## config.mk

```make
export PLATFORM = sky130hd
export DESIGN_NAME = dma_addr_seq
export DESIGN_NICKNAME = d
export VERILOG_FILES = /design/src/rtl/dma_seq_pkg.sv /design/src/rtl/dma_seq_blkctr.sv /design/src/rtl/dma_seq_side.sv /design/src/rtl/dma_addr_seq.sv
export SDC_FILE = /design/constraint.sdc
export NUM_CORES = 1
export LEC_CHECK = 0
export CAP_MARGIN = 40
export CELL_PAD_IN_SITES_DETAIL_PLACEMENT = 0
export CELL_PAD_IN_SITES_GLOBAL_PLACEMENT = 1
export CORE_UTILIZATION = 30
export CTS_CLUSTER_SIZE = 16
export DETAILED_ROUTE_END_ITERATION = 12
export HOLD_SLACK_MARGIN = 0.1
export PLACE_DENSITY = 0.62
export REMOVE_ABC_BUFFERS = 1
export SYNTH_ARGS = -nofsm -noshare
export SYNTH_HDL_FRONTEND = slang
export SYNTH_SLANG_ARGS = --single-unit
```

## constraint.sdc

```tcl
create_clock -name clk -period 7.6 [get_ports clk]
set_input_delay 1.52 -clock clk [delete_from_list [all_inputs] [get_ports clk]]
set_output_delay 1.52 -clock clk [all_outputs]
set_load 0.005 [all_outputs]
```

## src/rtl/dma_seq_pkg.sv

```systemverilog
package dma_seq_pkg;

  typedef enum logic [1:0] {
    UPD_INC  = 2'd0,
    UPD_DEC  = 2'd1,
    UPD_HOLD = 2'd2,
    UPD_HLD3 = 2'd3
  } upd_mode_e;

  // log2 of bytes per element; codes above 2 saturate at 4 bytes
  function automatic logic [1:0] elem_shift(input logic [2:0] wcode);
    return (wcode >= 3'd2) ? 2'd2 : wcode[1:0];
  endfunction

  // elements per burst: 1 for code 0, else 2^(code+1)
  function automatic logic [8:0] burst_len(input logic [2:0] code);
    logic [3:0] e;
    e = 4'(code) + 4'd1;
    return (code == 3'd0) ? 9'd1 : (9'd1 << e);
  endfunction

endpackage

```

## src/rtl/dma_seq_blkctr.sv

```systemverilog
module dma_seq_blkctr #(
  parameter int SZW = 12
) (
  input  logic           clk,
  input  logic           rst_n,
  input  logic           load,
  input  logic [SZW-1:0] size,
  input  logic           adv,
  output logic           busy,
  output logic           done,
  output logic           last_elem,
  output logic           step_en
);

  logic [SZW-1:0] cnt_q;
  logic [SZW-1:0] size_q;
  logic           busy_q;
  logic           done_q;

  assign busy      = busy_q;
  assign done      = done_q;
  assign step_en   = busy_q && adv && !load;
  assign last_elem = busy_q && (cnt_q == size_q - SZW'(1));

  always_ff @(posedge clk or negedge rst_n) begin
    if (!rst_n) begin
      cnt_q  <= '0;
      size_q <= '0;
      busy_q <= 1'b0;
      done_q <= 1'b0;
    end else if (load) begin
      cnt_q  <= '0;
      size_q <= size;
      busy_q <= (size != '0);
      done_q <= (size == '0);
    end else if (step_en) begin
      if (last_elem) begin
        busy_q <= 1'b0;
        done_q <= 1'b1;
      end else begin
        cnt_q <= cnt_q + SZW'(1);
      end
    end
  end


  last_done_chk: assert property (@(posedge clk) disable iff (!rst_n)
    step_en && last_elem |=> done && !busy);

  load_clear_chk: assert property (@(posedge clk) disable iff (!rst_n)
    load && (size != '0) |=> !done && busy);

  idle_done_chk: assert property (@(posedge clk) disable iff (!rst_n)
    !busy && !load |=> $stable(done) && !busy);

  excl_chk: assert property (@(posedge clk) disable iff (!rst_n)
    !(busy && done));

endmodule

```

## src/rtl/dma_seq_side.sv

```systemverilog
module dma_seq_side
  import dma_seq_pkg::*;
#(
  parameter int AW  = 32,
  parameter int IVW = 20,
  parameter int CNW = 12
) (
  input  logic           clk,
  input  logic           rst_n,
  input  logic           load,
  input  logic [AW-1:0]  start,
  input  logic [2:0]     wcode,
  input  logic [1:0]     mode,
  input  logic [2:0]     bcode,
  input  logic           sg_en,
  input  logic [IVW-1:0] sg_ivl,
  input  logic [CNW-1:0] sg_cnt,
  input  logic           active,
  input  logic           step_en,
  input  logic           last_elem,
  output logic [AW-1:0]  addr,
  output logic           burst_end
);

  logic [AW-1:0]  addr_q, addr_nxt;
  logic [1:0]     sh_q;
  upd_mode_e      mode_q;
  logic [8:0]     blen_q;
  logic [8:0]     bcnt_q;
  logic           sg_on_q;
  logic [IVW-1:0] ivl_q;
  logic [CNW-1:0] cnt_q;
  logic [CNW-1:0] gcnt_q;

  // named internal events
  logic skip_evt;
  logic burst_wrap;

  assign skip_evt   = sg_on_q && (gcnt_q == cnt_q - CNW'(1));
  assign burst_wrap = (bcnt_q == blen_q - 9'd1);
  assign burst_end  = active && (burst_wrap || last_elem);
  assign addr       = addr_q;

  function automatic logic [AW-1:0] step_delta(input logic [1:0] sh,
                                               input logic skip,
                                               input logic [IVW-1:0] ivl);
    logic [AW-1:0] d;
    d = AW'(1) << sh;
    if (skip) d = d + (AW'(ivl) << sh);
    return d;
  endfunction

  always_comb begin
    case (mode_q)
      UPD_INC: addr_nxt = addr_q + step_delta(sh_q, skip_evt, ivl_q);
      UPD_DEC: addr_nxt = addr_q - step_delta(sh_q, skip_evt, ivl_q);
      default: addr_nxt = addr_q;
    endcase
  end

  always_ff @(posedge clk or negedge rst_n) begin
    if (!rst_n) begin
      addr_q  <= '0;
      sh_q    <= '0;
      mode_q  <= UPD_INC;
      blen_q  <= 9'd1;
      bcnt_q  <= '0;
      sg_on_q <= 1'b0;
      ivl_q   <= '0;
      cnt_q   <= '0;
      gcnt_q  <= '0;
    end else if (load) begin
      addr_q  <= start;
      sh_q    <= elem_shift(wcode);
      mode_q  <= upd_mode_e'(mode);
      blen_q  <= burst_len(bcode);
      bcnt_q  <= '0;
      sg_on_q <= sg_en && !mode[1] && (sg_cnt != '0);
      ivl_q   <= sg_ivl;
      cnt_q   <= sg_cnt;
      gcnt_q  <= '0;
    end else if (step_en) begin
      addr_q <= addr_nxt;
      bcnt_q <= burst_wrap ? 9'd0 : bcnt_q + 9'd1;
      if (sg_on_q) gcnt_q <= skip_evt ? '0 : gcnt_q + CNW'(1);
    end
  end


  hold_mode_chk: assert property (@(posedge clk) disable iff (!rst_n)
    step_en && mode_q[1] && !load |=> $stable(addr));

  no_step_chk: assert property (@(posedge clk) disable iff (!rst_n)
    !step_en && !load |=> $stable(addr));

  burst_restart_chk: assert property (@(posedge clk) disable iff (!rst_n)
    step_en && burst_wrap && !load |=> bcnt_q == 9'd0);

  plain_inc_chk: assert property (@(posedge clk) disable iff (!rst_n)
    step_en && (mode_q == UPD_INC) && !skip_evt && !load
    |=> addr == $past(addr) + (AW'(1) << $past(sh_q)));

  skip_fixed_chk: assert property (@(posedge clk) disable iff (!rst_n)
    skip_evt |-> !mode_q[1]);

endmodule

```

## src/rtl/dma_addr_seq.sv

```systemverilog
module dma_addr_seq
  import dma_seq_pkg::*;
#(
  parameter int AW  = 32,
  parameter int SZW = 12,
  parameter int IVW = 20,
  parameter int CNW = 12
) (
  input  logic               clk,
  input  logic               rst_n,
  input  logic               load,
  input  logic [31:0]        ctl_lo,
  input  logic [SZW-1:0]     blk_size,
  input  logic [AW-1:0]      src_start,
  input  logic [AW-1:0]      dst_start,
  input  logic [IVW+CNW-1:0] gath_cfg,
  input  logic [IVW+CNW-1:0] scat_cfg,
  input  logic               adv,
  output logic [AW-1:0]      src_addr,
  output logic [AW-1:0]      dst_addr,
  output logic               src_burst_end,
  output logic               dst_burst_end,
  output logic               done
);

  localparam int NSIDE = 2;   // index 0 = source, 1 = destination

  logic busy, last_elem, step_en;

  logic [2:0]           wsel [NSIDE];
  logic [1:0]           msel [NSIDE];
  logic [2:0]           bsel [NSIDE];
  logic                 esel [NSIDE];
  logic [IVW+CNW-1:0]   csel [NSIDE];
  logic [AW-1:0]        ssel [NSIDE];
  logic [AW-1:0]        aout [NSIDE];
  logic                 beout[NSIDE];

  // control word field positions
  assign wsel[0] = ctl_lo[6:4];
  assign wsel[1] = ctl_lo[3:1];
  assign msel[0] = ctl_lo[10:9];
  assign msel[1] = ctl_lo[8:7];
  assign bsel[0] = ctl_lo[16:14];
  assign bsel[1] = ctl_lo[13:11];
  assign esel[0] = ctl_lo[17];
  assign esel[1] = ctl_lo[18];
  assign csel[0] = gath_cfg;
  assign csel[1] = scat_cfg;
  assign ssel[0] = src_start;
  assign ssel[1] = dst_start;

  logic unused_ctl;
  assign unused_ctl = ^{ctl_lo[31:19], ctl_lo[0]};

  dma_seq_blkctr #(.SZW(SZW)) u_blk (
    .clk       (clk),
    .rst_n     (rst_n),
    .load      (load),
    .size      (blk_size),
    .adv       (adv),
    .busy      (busy),
    .done      (done),
    .last_elem (last_elem),
    .step_en   (step_en)
  );

  for (genvar s = 0; s < NSIDE; s++) begin : g_side
    dma_seq_side #(.AW(AW), .IVW(IVW), .CNW(CNW)) u_side (
      .clk       (clk),
      .rst_n     (rst_n),
      .load      (load),
      .start     (ssel[s]),
      .wcode     (wsel[s]),
      .mode      (msel[s]),
      .bcode     (bsel[s]),
      .sg_en     (esel[s]),
      .sg_ivl    (csel[s][IVW-1:0]),
      .sg_cnt    (csel[s][IVW +: CNW]),
      .active    (busy),
      .step_en   (step_en),
      .last_elem (last_elem),
      .addr      (aout[s]),
      .burst_end (beout[s])
    );
  end

  assign src_addr      = aout[0];
  assign dst_addr      = aout[1];
  assign src_burst_end = beout[0];
  assign dst_burst_end = beout[1];


  block_end_chk: assert property (@(posedge clk) disable iff (!rst_n)
    last_elem |-> src_burst_end && dst_burst_end);

  done_quiet_chk: assert property (@(posedge clk) disable iff (!rst_n)
    done |-> !src_burst_end && !dst_burst_end);

endmodule

```

==> summary.txt, run 1 <==
Detailed routing
  – Drt drc: 0
  – Post-Route WL: 57.0 mm
  – Wirelength per Cell: between 15 and 20 microns
  – Met1 WL: 26.9 mm
  – DRT Pass-1 Iters: 5
  – Top Layer Used: met4
  – Post-route ant nets: 0
  – Via count: between 15000 and 20000
  – Met2 WL: 26.6 mm
  – Via/cell ratio: ~5.2
  – Metal3 WL: approximately 2.2 mm
  – DRC violation total after the first TritonRoute iteration: 912

Worst hold path
  – Worst hold path startpoint: g_side[0].u_side.blen_q[1]
  – Hold Crit Class: flip-flop to flip-flop
  – Worst Hold Endpoint: g_side[0].u_side.blen_q[1]
  – Hold Crit Depth: 2

Logic synthesis
  – Post-synthesis register bit count: 224
  – Mapped cell area: 18700 sq um
  – Sequential share of the synthesized area: 0.299
  – Fraction of registers with async set/reset: 1.00
  – Cells after synthesis: 2227
  – YS warnings: 0
  – Top_reg_cell synth: dfrtp_1
  – EDFF count, synth: 0
  – Synth unique cells: between 90 and 100
  – Average cell area after synthesis: 8.41 sq um

Critical path
  – Worst path bufs/invs: 0
  – Top Family by Delay on Critical Path: simple AND/OR/NAND/NOR gates
  – Slowest CP cell: dfrtp_1
  – Reg-to-reg slack, setup: 0.54 ns
  – CP peak stage delay: 0.53 ns
  – R2R Path Start: g_side[1].u_side.sh_q[1]
  – Worst Path Required: roughly 8 ns
  – Critical path peak fanout: 9
  – Critical path launch point type: flip-flop
  – Reg-to-reg endpoint: g_side[1].u_side.addr[31]
  – CP arrival: 7.55 ns
  – Setup Crit Path Kind: flip-flop to flip-flop
  – Crit path launch: g_side[1].u_side.sh_q[1]
  – CP Capture Type: flip-flop
  – R2R depth: 27

STA
  – Worst Tran Pin Value: 0.966 ns
  – Min Tclk post-route: 7.06 ns
  – Clock skew: approximately 0.038 ns
  – Final Setup Violations: 0
  – Fin. max-slew vios: 0
  – Final Hold Viols: 0
  – Setup TNS: 0 ns
  – RSZ-0062 raised after global routing: no
  – Rel. slew slack: 0.353
  – Fin crit share: 0.928
  – Max Freq: ~0.14 GHz

Layout
  – Post-route insts no fill: 3277
  – Final nets: 2674
  – Final core occ: 0.371
  – Area Overhead vs Synth: 22.4%
  – Filler cells: 6431
  – Share of cells above drive strength 1: 0.0956
  – Fin area: 22900 sq um

Global route
  – Vias in the first global route: 16800
  – Pin count of the biggest net entering global routing: approximately 160
  – Remaining global-route overflow: 0
  – Gr usage total: 0.177
  – First-pass GRT wire length: 91.2 mm
  – Initial antenna violation count: 3

Floorplan
  – Height of the die: 252 microns
  – Core Area: 61700 sq um
  – Rows: 91
  – Die ar.: between 60000 and 70000 sq um
  – Initial Util: 0.303
  – Io pins: 243
  – Die W: 252 microns

Clock tree
  – Max clock buf depth: 3
  – Sink Count: 224
  – CTS clk-pin slew, worst paths: 0.06 ns
  – Htree depth: 1
  – Hold_buf cts: 0
  – CTS tree: yes
  – CTS buffer count: 30
  – Clk_lat worst skew: 0.60 ns
  – Root buffer cell: clkbuf_16

Power and ir drop
  – PD cells: 210 nW/um^2
  – P_leak: 9.50 nW
  – Worst VDD drop: between 0.00015 and 0.0002 V
  – Overall power: 4.81 mW

Placed design
  – Post-DP HPWL: 42.6 mm
  – Placed Area: 21800 sq um
  – PortBufs: 228
  – Placed cell count: 3219
  – Final Wtd Congestion: between 0.8 and 0.9

Run
  – Total of max-cap violations: 0

Status
  – Outcome: finished clean
-- routing by layer --
layer / up-vias / global-route usage
met2: 314 / 0.297
met3: 67 / 0.0197
li1: 8525 / -
met4: 0 / 0.0435
met1: 8174 / 0.242
met5: - / 0
-- report_power, final --
group | switching, mW | leakage [nW] | total [mW] | internal [mW]
clock network | 0.607 | 0.513 | 1.53 | 0.920
logic | 0.948 | 6.21 | 1.79 | 0.843
registers | 0.169 | 2.77 | 1.49 | 1.32
total | 1.72 | 9.50 | 4.81 | 3.09
-- registers in the layout (all words and copies together) (netlist names) --
register               count
g_side.u_side.mode_q       4
g_side.u_side.cnt_q       24
g_side.u_side.addr        64
g_side.u_side.bcnt_q      18
u_blk.busy                 1
g_side.u_side.sg_on_q      2
g_side.u_side.blen_q      18
u_blk.done                 1
u_blk.size_q              12
g_side.u_side.sh_q         4
u_blk.cnt_q               12
g_side.u_side.ivl_q       40
g_side.u_side.gcnt_q      24
-- cell families after synthesis --
logic type,count (synthesis),synth area share
fa+ha+maj,84,0.0577
compound gates,630,0.207
mux,166,0.101
buf+inv,150,0.0346
simple gates,790,0.212
flops,224,0.299
xor+xnor,183,0.0880
-- final cells by class --
class / instances / area [sq um] / area share
Sequential cell: 224 / 5610 / 0.245
Timing Repair Buffer: 254 / 2510 / 0.109
Clock inverter: 16 / 214 / 0.00933
Tap cell: 837 / 1050 / 0.0457
Inverter: 51 / 191 / 0.00835
Antenna cell: 3 / 7.51 / 0.000327
Multi-Input combinational cell: 1853 / 12500 / 0.546
Clock buffer: 39 / 845 / 0.0368
-- synth_stat cells, types with 6 or more instances --
master     instances  area share
o21a_1            19      0.0076
dfrtp_1          222        0.30
nand2b_1          38       0.013
o211ai_1          16      0.0064
ha_1              80       0.053
nand2_1          207       0.041
and2_1             9      0.0030
o21ai_0          218       0.058
a21o_1            43       0.017
mux2i_1           62       0.033
clkbuf_1          73       0.015
or4_1              8      0.0032
nand3_1           62       0.017
nor4_1            34       0.011
or2_2              9      0.0030
nor3_1            42       0.011
buf_1              7      0.0014
o2bb2ai_1         10      0.0047
nand3b_1           8      0.0032
nand4_1           31       0.010
a211oi_1          21      0.0084
or3_1             21      0.0070
xnor2_1          108       0.051
a21oi_1          167       0.045
mux2_2            93       0.056
buf_4              6      0.0024
o22ai_1            9      0.0030
xor2_1            70       0.033
nor2b_1           19      0.0063
mux4_2             6      0.0072
o311ai_0           6      0.0028
a21boi_0           8      0.0032
o21bai_1           9      0.0036
and3_1            41       0.014
buf_2              7      0.0019
a31oi_1           20      0.0067
nor2_1           217       0.044
inv_1             50       0.010
o31ai_1           13      0.0052
-- metrics by stage --
stage / setup slack (ns) / hold slack [ns]
3_5_place_dp: 0.555 / 0.508
6_report: 0.544 / 0.526
5_1_grt: 0.0252 / 0.555
3_3_place_gp: 0.644 / 0.506
4_1_cts: 0.458 / 0.531
2_1_floorplan: 0.104 / 0.475
-- worst max-delay path by stage --
stage / end / slack (ns) / cells past startpoint
6_report: g_side[1].u_side.addr[31] / 0.54 / 27
5_1_grt: g_side[1].u_side.addr[31] / 0.03 / 27
4_1_cts: g_side[0].u_side.addr[31] / 0.46 / 26
3_5_place_dp: g_side[0].u_side.addr[31] / 0.55 / 26
3_3_place_gp: g_side[0].u_side.addr[31] / 0.64 / 26
2_1_floorplan: g_side[1].u_side.addr[31] / 0.10 / 24
-- cell usage in the layout, fill, tap and decap left out, drive strengths merged, types with 42 or more instances in the layout --
cell,instances
clkdlybuf4s50,226
o21ai,223
dfrtp,222
nor2,217
nand2,207
a21oi,167
xnor2,110
mux2,95
ha,80
xor2,72
mux2i,64
nand3,63
inv,52
a21o,44
nor3,43
and3,42
-- repair_timing --
| action | 4_1_cts | 5_1_grt |
|---|---|---|
| gates resized for setup | 0 | 5 |
| setup endpoints to repair | 0 | 4 |
| hold endpoints to repair | 0 | 0 |
| setup buffers | 0 | 0 |
-- worst register-to-register path, stage by stage (launching register included) --
cell and delay, ns:
dfrtp_1 0.53, nor2_1 0.13, and2_1 0.18, ha_1 0.22, fa_1 0.50, or3b_2 0.48, nor4b_1 0.41, nor2_1 0.20
o21bai_1 0.19, and4b_1 0.34, nand4_1 0.18, nor2_1 0.27, nand4_1 0.18, nor2_1 0.16, mux2i_1 0.18, o21ai_0 0.11
ha_1 0.27, a2111oi_1 0.44, o21ai_0 0.15, o21ai_0 0.14, o21ai_0 0.17, a211oi_1 0.39, o41ai_2 0.17, a21o_1 0.20
a21oi_1 0.23, xor2_2 0.10, or3_1 0.31, a31oi_1 0.17
No activity file was read; power rests on OpenSTA's default activity.
==> run 2: changes to the inputs <==
--- a/config.mk
+++ b/config.mk
@@ -11,7 +11,7 @@
 export CORE_UTILIZATION = 30
 export CTS_CLUSTER_SIZE = 16
 export DETAILED_ROUTE_END_ITERATION = 12
-export HOLD_SLACK_MARGIN = 0.1
+export HOLD_SLACK_MARGIN = 0.12
 export PLACE_DENSITY = 0.62
 export REMOVE_ABC_BUFFERS = 1
 export SYNTH_ARGS = -nofsm -noshare
==> results of run 2 <==
The final DEF is identical to that of run 1; final timing and power are the same.
==> run 3: changes to the inputs <==
--- a/config.mk
+++ b/config.mk
@@ -9,7 +9,7 @@
 export CELL_PAD_IN_SITES_DETAIL_PLACEMENT = 0
 export CELL_PAD_IN_SITES_GLOBAL_PLACEMENT = 1
 export CORE_UTILIZATION = 30
-export CTS_CLUSTER_SIZE = 16
+export CTS_CLUSTER_SIZE = 25
 export DETAILED_ROUTE_END_ITERATION = 12
 export HOLD_SLACK_MARGIN = 0.12
 export PLACE_DENSITY = 0.62
==> results of run 3 <==
The final DEF is identical to that of run 1; final timing and power are the same.
